[config.mk]
export PLATFORM = sky130hd
export DESIGN_NAME = vfs_frame_seq
export DESIGN_NICKNAME = d
export VERILOG_FILES = /design/src/rtl/vfs_pkg.sv /design/src/rtl/vfs_col_counter.sv /design/src/rtl/vfs_line_tracker.sv /design/src/rtl/vfs_out_stage.sv /design/src/rtl/vfs_frame_seq.sv
export SDC_FILE = /design/constraint.sdc
export NUM_CORES = 1
export LEC_CHECK = 0
export BUFFER_PORTS_ARGS = -buffer_cell sky130_fd_sc_hd__buf_2
export CAP_MARGIN = 10
export CORE_UTILIZATION = 45
export DETAILED_ROUTE_END_ITERATION = 10
export PLACE_DENSITY = 0.73
export SYNTH_ARGS = -nofsm -noshare
export SYNTH_HDL_FRONTEND = slang
export SYNTH_SLANG_ARGS = --single-unit
[constraint.sdc]
create_clock -name clk -period 3.3 [get_ports clk]
set_input_delay 0.66 -clock clk [delete_from_list [all_inputs] [get_ports clk]]
set_output_delay 0.66 -clock clk [all_outputs]
set_load 0.01 [all_outputs]
[src/rtl/vfs_pkg.sv]
package vfs_pkg;
  typedef enum logic [2:0] {
    PH_VSYNC  = 3'd0,
    PH_TOP    = 3'd1,
    PH_SYNC_A = 3'd2,
    PH_ACTIVE = 3'd3,
    PH_BOTTOM = 3'd4,
    PH_SYNC_B = 3'd5
  } phase_e;
endpackage

[src/rtl/vfs_col_counter.sv]
module vfs_col_counter #(
  parameter int CLKS_PER_LINE = 207,
  localparam int COL_W = $clog2(CLKS_PER_LINE)
) (
  input  logic             clk,
  input  logic             rst,
  output logic [COL_W-1:0] col_o,
  output logic             line_end_o
);
  localparam logic [COL_W-1:0] LAST_COL = COL_W'(CLKS_PER_LINE - 1);

  logic [COL_W-1:0] col_q;

  always_ff @(posedge clk) begin
    if (rst)                  col_q <= '0;
    else if (col_q == LAST_COL) col_q <= '0;
    else                      col_q <= col_q + 1'b1;
  end

  assign col_o      = col_q;
  assign line_end_o = (col_q == LAST_COL);
endmodule

[src/rtl/vfs_line_tracker.sv]
module vfs_line_tracker
  import vfs_pkg::*;
#(
  parameter int VSYNC_LINES  = 6,
  parameter int TOP_LINES_50 = 55,
  parameter int TOP_LINES_60 = 31,
  parameter int SYNC_LINES   = 1,
  parameter int ACTIVE_LINES = 194,
  parameter int BOTTOM_LINES = 55,
  parameter int LINE_W       = 9
) (
  input  logic              clk,
  input  logic              rst,
  input  logic              line_end_i,
  input  logic              region_sel_i,
  output logic [LINE_W-1:0] line_o,
  output phase_e            phase_o
);
  // phase boundaries (exclusive ends) for each region
  localparam int TOP_END_50 = VSYNC_LINES + TOP_LINES_50;
  localparam int TOP_END_60 = VSYNC_LINES + TOP_LINES_60;

  localparam logic [LINE_W-1:0] VS_END = LINE_W'(VSYNC_LINES);

  logic              region_q;
  logic [LINE_W-1:0] line_q;
  logic [LINE_W-1:0] top_end, sync_a_end, act_end, bot_end, last_line;

  always_comb begin
    top_end    = region_q ? LINE_W'(TOP_END_60) : LINE_W'(TOP_END_50);
    sync_a_end = top_end + LINE_W'(SYNC_LINES);
    act_end    = sync_a_end + LINE_W'(ACTIVE_LINES);
    bot_end    = act_end + LINE_W'(BOTTOM_LINES);
    last_line  = bot_end + LINE_W'(SYNC_LINES - 1);
  end

  always_ff @(posedge clk) begin
    if (rst) begin
      line_q   <= '0;
      region_q <= region_sel_i;
    end else if (line_end_i) begin
      if (line_q == last_line) begin
        line_q   <= '0;
        region_q <= region_sel_i;
      end else begin
        line_q <= line_q + 1'b1;
      end
    end
  end

  always_comb begin
    if (line_q < VS_END)          phase_o = PH_VSYNC;
    else if (line_q < top_end)    phase_o = PH_TOP;
    else if (line_q < sync_a_end) phase_o = PH_SYNC_A;
    else if (line_q < act_end)    phase_o = PH_ACTIVE;
    else if (line_q < bot_end)    phase_o = PH_BOTTOM;
    else                          phase_o = PH_SYNC_B;
  end

  assign line_o = line_q;
endmodule

[src/rtl/vfs_out_stage.sv]
module vfs_out_stage
  import vfs_pkg::*;
#(
  parameter int COL_W      = 8,
  parameter int LINE_W     = 9,
  parameter int HSYNC_CLKS = 16
) (
  input  logic              clk,
  input  logic              rst,
  input  logic [COL_W-1:0]  col_i,
  input  logic [LINE_W-1:0] line_i,
  input  phase_e            phase_i,
  output logic              hsync_o,
  output logic              vsync_o,
  output logic              active_o,
  output logic              margin_o,
  output logic [2:0]        phase_o,
  output logic [LINE_W-1:0] line_idx_o
);
  localparam logic [COL_W-1:0] HS_END = COL_W'(HSYNC_CLKS);

  always_ff @(posedge clk) begin
    if (rst) begin
      hsync_o    <= 1'b0;
      vsync_o    <= 1'b0;
      active_o   <= 1'b0;
      margin_o   <= 1'b0;
      phase_o    <= 3'd0;
      line_idx_o <= '0;
    end else begin
      hsync_o    <= (col_i < HS_END) && (phase_i != PH_VSYNC);
      vsync_o    <= (phase_i == PH_VSYNC);
      active_o   <= (phase_i == PH_ACTIVE);
      margin_o   <= (phase_i == PH_TOP) || (phase_i == PH_BOTTOM);
      phase_o    <= phase_i;
      line_idx_o <= line_i;
    end
  end
endmodule

[src/rtl/vfs_frame_seq.sv]
module vfs_frame_seq
  import vfs_pkg::*;
#(
  parameter int CLKS_PER_LINE = 207,
  parameter int HSYNC_CLKS    = 16,
  parameter int VSYNC_LINES   = 6,
  parameter int TOP_LINES_50  = 55,
  parameter int TOP_LINES_60  = 31,
  parameter int SYNC_LINES    = 1,
  parameter int ACTIVE_LINES  = 194,
  parameter int BOTTOM_LINES  = 55,
  localparam int MAX_TOP = (TOP_LINES_50 > TOP_LINES_60) ? TOP_LINES_50 : TOP_LINES_60,
  localparam int MAX_LINES = VSYNC_LINES + MAX_TOP + 2 * SYNC_LINES + ACTIVE_LINES + BOTTOM_LINES,
  localparam int LINE_W = $clog2(MAX_LINES),
  localparam int COL_W = $clog2(CLKS_PER_LINE)
) (
  input  logic              clk,
  input  logic              rst,
  input  logic              region_sel_i,
  output logic              hsync_o,
  output logic              vsync_o,
  output logic              active_o,
  output logic              margin_o,
  output logic [2:0]        phase_o,
  output logic [LINE_W-1:0] line_idx_o
);
  logic [COL_W-1:0]  col;
  logic              line_end;
  logic [LINE_W-1:0] line;
  phase_e            phase;

  vfs_col_counter #(.CLKS_PER_LINE(CLKS_PER_LINE)) col_i (
    .clk(clk), .rst(rst), .col_o(col), .line_end_o(line_end)
  );

  vfs_line_tracker #(
    .VSYNC_LINES(VSYNC_LINES), .TOP_LINES_50(TOP_LINES_50),
    .TOP_LINES_60(TOP_LINES_60), .SYNC_LINES(SYNC_LINES),
    .ACTIVE_LINES(ACTIVE_LINES), .BOTTOM_LINES(BOTTOM_LINES),
    .LINE_W(LINE_W)
  ) line_i (
    .clk(clk), .rst(rst), .line_end_i(line_end),
    .region_sel_i(region_sel_i), .line_o(line), .phase_o(phase)
  );

  vfs_out_stage #(.COL_W(COL_W), .LINE_W(LINE_W), .HSYNC_CLKS(HSYNC_CLKS)) out_i (
    .clk(clk), .rst(rst), .col_i(col), .line_i(line), .phase_i(phase),
    .hsync_o(hsync_o), .vsync_o(vsync_o), .active_o(active_o),
    .margin_o(margin_o), .phase_o(phase_o), .line_idx_o(line_idx_o)
  );
endmodule

== Word level (Yosys, flattened, before mapping) ==
Cells that the tools add are included.

* Bits in registers: 34

* Mux-type cells: 10
* Add/sub/neg operators: 5
* Reductions and logical operators: 8
* Equality and inequality tests: 5
* Order comparisons: 6

{| class="wikitable"
|+ Operators with widths
! operator !! count
|-
| $lt A9 B9 Y1 || 4
|-
| $add A9 B1 Y9 const B || 2
|-
| $mux W3 || 4
|-
| $add A9 B6 Y9 const B || 1
|-
| $add A9 B8 Y9 const B || 1
|-
| $eq A9 B9 Y1 || 1
|-
| $lt A9 B3 Y1 const B || 1
|-
| $mux W9 || 1
|-
| $add A8 B1 Y8 const B || 1
|-
| $eq A8 B8 Y1 const B || 1
|-
| $lt A8 B5 Y1 const B || 1
|-
| $mux W5 || 1
|-
| $mux W1 || 4
|-
| $reduce_bool A2 Y1 || 2
|-
| $eq A3 B1 Y1 const B || 1
|-
| $eq A3 B2 Y1 const B || 1
|-
| $eq A3 B3 Y1 const B || 1
|-
| $logic_not A3 Y1 || 1
|-
| $reduce_bool A3 Y1 || 1
|-
| $reduce_and A2 Y1 || 1
|-
| $reduce_or A2 Y1 || 1
|-
| $logic_and A1 B1 Y1 || 1
|-
| $logic_or A1 B1 Y1 || 1
|}

== Depth between registers and ports, before layout ==
Gate-level depths: netlist of the first run.

* Depth after elaboration: 12
* Depth in mapped cells: 7
* Mapped depth without buffers: 6

== Hierarchy ==
Synthesis of the first run repeated with hierarchy kept, for this count alone.

* Cell total of the unflattened synthesis: 156
* Area, all modules: 1529.0 sq um

{| class="wikitable"
|+ By module, submodules not included
! module !! seq. area each (sq um) !! times used !! area each (sq um) !! cells each
|-
| vfs_line_tracker || 210.2 || 1 || 691.9 || 75
|-
| vfs_out_stage || 320.3 || 1 || 451.7 || 36
|-
| vfs_col_counter || 160.2 || 1 || 385.4 || 45
|}

== Worst setup path before layout of the first run ==
No wires, ideal clock.

* Kind: flip-flop to flip-flop
* From: reg col_i.col_q[0], in the netlist col_i.col_o[0]
* To: reg line_i.region_q (enable)
* Cell stages (with the launch flop): 6
* Required time: 2973 ps
* Setup time: 327 ps
* Arrival: 1355 ps
* Slack: 1619 ps
* Cells stage by stage: dfxtp_1 -> inv_1 -> ha_1 -> nand3_1 -> or3_4 -> o21bai_2

* Word-level cells in the longest chain between the ends: 3

{| class="wikitable"
|+ RTL lines
! item !! RTL line !! source
|-
| start: declaration || vfs_col_counter.sv:12 || <nowiki>logic [COL_W-1:0] col_q;</nowiki>
|-
| start signal: assignment || vfs_col_counter.sv:17 || <nowiki>else col_q <= col_q + 1'b1;</nowiki>
|-
| $eq A8 B8 Y1 || vfs_col_counter.sv:21 || <nowiki>assign line_end_o = (col_q == LAST_COL);</nowiki>
|-
| $reduce_bool A2 Y1 (no source line) || n/a ||
|-
| $reduce_and A2 Y1 (no source line) || n/a ||
|-
| end signal: assignment || vfs_line_tracker.sv:40 || <nowiki>region_q <= region_sel_i;</nowiki>
|-
| end signal: assignment || vfs_line_tracker.sv:44 || <nowiki>region_q <= region_sel_i;</nowiki>
|-
| end: declaration || vfs_line_tracker.sv:25 || <nowiki>logic region_q;</nowiki>
|}

Every way passes these cells.
A chain may end at the register's enable or synchronous reset.

== Worst setup path after layout of the first run ==
* From: reg line_i.region_q
* To: reg out_i.phase_o[0]

* Word-level cells in the longest chain between the ends: 10

{| class="wikitable"
|+ RTL lines
! item !! RTL line !! source
|-
| $mux W5 (*) || vfs_line_tracker.sv:30 || <nowiki>top_end = region_q ? LINE_W'(TOP_END_60) : LINE_W'(TOP_END_50);</nowiki>
|-
| $add A9 B1 Y9 || vfs_line_tracker.sv:31 || <nowiki>sync_a_end = top_end + LINE_W'(SYNC_LINES);</nowiki>
|-
| $add A9 B8 Y9 || vfs_line_tracker.sv:32 || <nowiki>act_end = sync_a_end + LINE_W'(ACTIVE_LINES);</nowiki>
|-
| $add A9 B6 Y9 || vfs_line_tracker.sv:33 || <nowiki>bot_end = act_end + LINE_W'(BOTTOM_LINES);</nowiki>
|-
| $lt A9 B9 Y1 || vfs_line_tracker.sv:56 || <nowiki>else if (line_q < bot_end) phase_o = PH_BOTTOM;</nowiki>
|-
| $mux W1 || vfs_line_tracker.sv:56 ||
|-
| $mux W3 || vfs_line_tracker.sv:55 || <nowiki>else if (line_q < act_end) phase_o = PH_ACTIVE;</nowiki>
|-
| $mux W3 || vfs_line_tracker.sv:54 || <nowiki>else if (line_q < sync_a_end) phase_o = PH_SYNC_A;</nowiki>
|-
| $mux W3 (*) || vfs_line_tracker.sv:53 || <nowiki>else if (line_q < top_end) phase_o = PH_TOP;</nowiki>
|-
| $mux W3 (*) || vfs_line_tracker.sv:52 || <nowiki>if (line_q < VS_END) phase_o = PH_VSYNC;</nowiki>
|-
| end signal: assignment || vfs_out_stage.sv:35 || <nowiki>phase_o <= phase_i;</nowiki>
|-
| end: declaration || vfs_out_stage.sv:17 || <nowiki>output logic [2:0] phase_o,</nowiki>
|}

Every way passes the cells marked *; elsewhere a longest branch is shown, timed or not.

==> metrics, run 1 <==
gr usage total=18.7%; minimum clock period=1.89 ns; number of synthesized flops with an enable pin=1; final period utilization=~57%; Vert. Die Dim=60.1 µm; first-pass GRT wire length=about 4800 µm; Rel. slew slack=64.8%; initial drt markers=45; met3 routed WL=134 µm; Die Area=3610 µm²; filler cell count=296; layout net count=198; largest net degree at the start of global routing=19; CTS Root Cell=clkbuf_4; depth of the CTS H-tree=2; Final Setup Violations=0; syn nets=179; clk sinks=34; Ys Warns=0; routed wire length=roughly 2800 µm; final number of hold-violating endpoints=0; met2 wire length=1360 µm; crit end category=register; Leakage=0.727 nW; top-area cell type share of the netlist area=43.5%; core area=roughly 3100 µm²; Post-synth ARST share=0%; most frequent cells in the layout=dfxtp_1 (33), nor2_1 (25), buf_2 (18); Power Dens Cells=about 420 nW/µm²; post-synthesis cell type count=39; R2R Path End=out_i.phase_o[0]; Setup crit start=line_i.region_q; Residual DRC=0; worst hold path cell count=1; WHS Endpoint=col_i.col_o[0]; min-delay src=col_i.col_o[0]; mean cell area of the mapped netlist=slightly above 9 µm²; drt first pass iters=4; Final TNS setup=0 ns; post-CTS setup buffer count=0; register area share after synthesis=45.5%; Worst Path Max Fanout=5; clk buf depth=2; Post-Synthesis Cells=approximately 170; CP Cell Sequence=inv_1 -> ha_1 -> and4b_1 -> o21ai_0 -> nand3_1 -> o211a_1; Slowest-stage cell, CP=edfxtp_1; fraction of layout instances using a drive strength above 1=between 10% and 20%; R2R Setup Slk=1.41 ns; wl on met1=~1200 µm; Via-to-Cell Ratio=around 5.4; Post-DRT Antenna Nets=0; area delta synth->final=12.2%; CP peak stage delay=0.43 ns; Fin Clk Skew=0.00296 ns; Reg clk slew, reported paths=~0.1 ns; Starting Density=48.5%; FMAX=between 500 and 600 MHz; mapped cell area=1520 µm²; port buffer count=18; Worst-Margin Slew=0.523 ns; initial antenna violation count=0; Num CTS Buffers=5; Reg2Reg Depth=6; Peak supply drop=0.000277 V; max cap viols=0; vias in the first global route=1119; cts hold-fix bufs=0; clk_lat worst skew=0.35 ns; Hold Crit Class=reg -> reg; via count=1227; diodes inserted=0; Yosys reg bits=34; final non-filler cell total=229; Final HPWL DP=2000 µm; Resized Gates After CTS=0; largest cells by area after synthesis=dfxtp_1 (44%), ha_1 (9.1%), nor2_1 (6.2%), xnor2_1 (4.6%), nor2b_1 (3.3%); max layer used=met4; GRT overflow=0; CP startpoint kind=register; Top FF cell, synth=dfxtp_1; global placement routability congestion=0.863; CP arrival=2.13 ns; dpl cells=221; reg-to-reg startpoint=line_i.region_q; CTS tree=yes; area leader, netlist=dfxtp_1; Final Max Tran Viols=0; I/O pin cnt=19; RSZ-0062 raised after global routing=no; most common cell after layout, fill and taps aside=dfxtp_1; Die Span X=around 60 µm; WS Path Type=reg -> reg; Rows=20; wire per inst=12.3 µm; WP data required=between 3 and 4 ns; status=finished clean
-- where the power goes --
part	total [mW]	switching, mW	internal [mW]
Clock	0.247	0.144	0.102
Sequential	0.429	0.00693	0.422
Combinational	0.0456	0.0275	0.0181
Total	0.721	0.179	0.542
-- synthesized netlist by cell type (all sizes together), types with 2 or more instances --
cell and n:
xor2 5, ha 11, nand2 9, or3 3
dfxtp 33, nand4 3, nor4 4, xnor2 8
nor2b 8, clkbuf 5, nor3 6, nor2 25
nor3b 2, inv 5, a31oi 2, nand3 8
o21ai 4, a21oi 4
-- worst max-delay path by stage --
stage / slack [ns] / to / cells after the start
2_1_floorplan: 1.62 / line_i.region_q / 5
3_3_place_gp: 1.52 / line_i.region_q / 3
3_5_place_dp: 1.46 / out_i.phase_o[0] / 6
4_1_cts: 1.45 / out_i.phase_o[0] / 6
5_1_grt: 1.34 / line_i.line_o[8] / 6
6_report: 1.41 / out_i.phase_o[0] / 6
-- cells by family after synthesis --
kind of cell / count (synthesis) / synth area share [%]
AOI/OAI and AO/OA: 18 / 8.08
DFF: 34 / 45.5
buffers and inverters: 11 / 2.80
xor gates and xnor gates: 13 / 7.50
and+or+nand+nor: 78 / 27.0
adders and majority gates: 11 / 9.07
-- state kept, by name, indices dropped and copies added (netlist names) --
signal / count
out_i.hsync_o: 1
out_i.phase_o: 3
out_i.vsync_o: 1
line_i.line_o: 9
out_i.active_o: 1
out_i.line_idx_o: 9
col_i.col_o: 8
line_i.region_q: 1
out_i.margin_o: 1
-- metal layers --
metal | vias up | global-route usage (%)
met5 | - | 0
met4 | 0 | 15.0
met3 | 10 | 5.63
met2 | 38 | 28.6
met1 | 565 | 21.6
li1 | 614 | -
-- area by class of cell --
cell class / count / area, µm² / area share, %
timing repair buffer: 18 / 90.1 / 5.29
inverter: 5 / 18.8 / 1.10
sequential: 34 / 691 / 40.6
clock buffer: 6 / 51.3 / 3.01
clock inverter: 2 / 12.5 / 0.735
multi-input combinational: 120 / 785 / 46.1
tap: 44 / 55.1 / 3.23
-- through the flow --
step	power [mW]	hold WS [ns]	worst slack (ns)	util [%]	cell area, µm²
detailed placement	0.484	0.462	1.46	52.4	1640
global route	0.761	0.459	1.34	54.4	1700
finish	0.721	0.481	1.41	54.4	1700
global placement	0.482	0.456	1.52	52.4	1640
floorplan	0.469	0.437	1.62	-	1520
CTS	0.726	0.482	1.45	54.4	1700
-- critical path, delay by kind of cell, from the launching register on --
kind / cells / cell delay [ns]
compound gates: 2 / 0.48
fa+ha+maj: 1 / 0.36
flops: 1 / 0.43
buf+inv: 1 / 0.12
simple gates: 2 / 0.39
Note: power is estimated with default switching activity, not from simulation.
==> run 2: changes to the inputs <==
==> constraint.sdc (replaced) <==
create_clock -name clk -period 2 [get_ports clk]
set_input_delay 0.4 -clock clk [delete_from_list [all_inputs] [get_ports clk]]
set_output_delay 0.4 -clock clk [all_outputs]
set_load 0.01 [all_outputs]
==> run 2 against run 1 <==
  * Routed wire length increased by 2.3%
  * First-iteration DRC count decreased by 11%
  * Sequential share of layout area decreased by 0.62 points
  * Via count decreased by 2.0%
  * Clock skew increased by 0.012 ns
  * Fmax increased by 1.9%
  * Sequential cell count unchanged
  * Critical path type unchanged
  * Sequential power increased by 65%
  * Cell count increased by 1.7%
==> metrics, run 2 (synthesized netlist as in run 1, its figures left out) <==
Reg clk slew, reported paths=0.10 ns (about the same); Vert. Die Dim=60.1 µm (unchanged); Num CTS Buffers=5 (unchanged); multi-input logic area=785 µm² (unchanged); Final Setup Violations=0 (unchanged); CP startpoint kind=register; routed wire length=2890 µm (+2.3%); crit end category=register; Via-to-Cell Ratio=5.16 (-3.6%); CP peak stage delay=0.44 ns (about the same); CTS Root Cell=clkbuf_4; WP data required=2.23 ns (-1.32 ns); initial antenna violation count=0 (unchanged); CP arrival=2.08 ns (-0.05 ns); I/O pin cnt=19 (unchanged); worst path bufs/invs=1 (unchanged); status=finished clean; clk_lat worst skew=0.35 ns (about the same); dpl cells=225 (+1.8%); final non-filler cell total=233 (+1.7%); final number of hold-violating endpoints=0 (unchanged); Final TNS setup=0 ns (unchanged); Die Area=3610 µm² (unchanged); diodes inserted=0 (unchanged); Residual DRC=0 (unchanged); GRT overflow=0 (unchanged); first-pass GRT wire length=4770 µm (-0.15%); clk sinks=34 (unchanged); gr usage total=19.1% (+0.41 points); Fin Clk Skew=0.0151 ns (+0.0121 ns); most common cell after layout, fill and taps aside=dfxtp_1; largest net degree at the start of global routing=19 (unchanged); WS Path Type=reg -> reg; Hold Crit Class=in -> reg; FMAX=540 MHz (+1.9%); port buffer count=18 (unchanged); CTS tree=yes; cts hold-fix bufs=0 (unchanged); depth of the CTS H-tree=2 (unchanged); Starting Density=48.5% (unchanged); initial drt markers=40 (-11%); most frequent cells in the layout=dfxtp_1 (33), nor2_1 (25), buf_2 (18); CP delay by family, top=compound AO/OA/AOI/OAI gates; Slowest-stage cell, CP=edfxtp_1; Final HPWL DP=2140 µm (+7.0%); Peak supply drop=0.000291 V (+5.1%); via count=1203 (-2.0%); minimum clock period=1.85 ns (-0.0360 ns); Rows=20 (unchanged); Die Span X=60.1 µm (unchanged); post-CTS setup buffer count=0 (unchanged); core area=3130 µm² (unchanged); Final Hold Slack=0.230 ns (-0.250 ns); Finished Core Util=55.3% (+0.84 points); area delta synth->final=13.9%; Worst Path Max Fanout=5 (unchanged); clk buf depth=2 (unchanged); drt first pass iters=4 (unchanged); Post-DRT Antenna Nets=0 (unchanged); vias in the first global route=1080 (-3.5%); Worst-Margin Slew=0.462 ns (-0.0610 ns); final period utilization=92.6% (+35 points); filler cell count=277 (-6.4%); Final Max Tran Viols=0 (unchanged); Seq. cell area=691 µm² (unchanged); wire per inst=12.4 µm (+0.58%); CP Cell Sequence=inv_1 -> ha_1 -> and4b_1 -> o21ai_0 -> nand3_1 -> o211a_1; global placement routability congestion=0.866 (+0.34%); Power Dens Cells=675 nW/µm² (+59%); RSZ-0062 raised after global routing=no; Rel. slew slack=68.9% (+4.1 points); fraction of layout instances using a drive strength above 1=16.9% (+1.3 points); Leakage=0.748 nW (+2.8%); max cap viols=0 (unchanged); Resized Gates After CTS=0 (unchanged); layout net count=202 (+2.0%)
-- run 2: final cells by class --
cell class                      instances  area share [%]
Multi-Input combinational cell        120            45.4
Sequential cell                        34            39.9
Timing Repair Buffer                   22            6.95
Clock buffer                            7            3.18
Tap cell                               44            3.18
Inverter                                5            1.09
Clock inverter                          1           0.289
-- run 2: worst register-to-register path: cells and delay by family, from the launching register on --
family / cells / cell delay, ns
and+or+nand+nor: 2 / 0.37
AOI/OAI and AO/OA: 2 / 0.44
buffers and inverters: 1 / 0.12
DFF: 1 / 0.44
adders and majority gates: 1 / 0.36
-- run 2: worst paths after layout --
kind | start | end | slack (ns) | cells past startpoint
max | line_i.region_q | out_i.phase_o[0] | 0.15 | 6
min | region_sel_i | line_i.region_q | 0.23 | 1
max reg2reg | line_i.region_q | out_i.phase_o[0] | 0.15 | 6
min reg2reg | col_i.col_o[0] | col_i.col_o[0] | 0.52 | 1
-- run 2: metal layers --
| layer | track usage [%] | up-vias | wire length [µm] |
|---|---|---|---|
| met5 | 0 | - | 0 |
| met4 | 14.0 | 0 | 68 |
| met3 | 5.19 | 7 | 143 |
| met2 | 30.8 | 28 | 1430 |
| met1 | 21.6 | 550 | 1250 |
| li1 | - | 618 | - |
-- run 2: metrics by stage --
step	total power, mW	area, µm²	setup WS, ns
detailed placement	0.798	1670	0.171
CTS	1.18	1730	0.147
finish	1.17	1730	0.149
global route	1.23	1730	0.0230
floorplan	0.774	1520	0.319
global placement	0.794	1670	0.264
-- run 2: power by group --
group | internal [mW] | leakage (nW) | switching [mW] | total [mW]
Combinational | 0.0297 | 0.435 | 0.0455 | 0.0752
Clock | 0.170 | 0.0353 | 0.215 | 0.385
Sequential | 0.696 | 0.277 | 0.0115 | 0.707
Total | 0.895 | 0.748 | 0.272 | 1.17
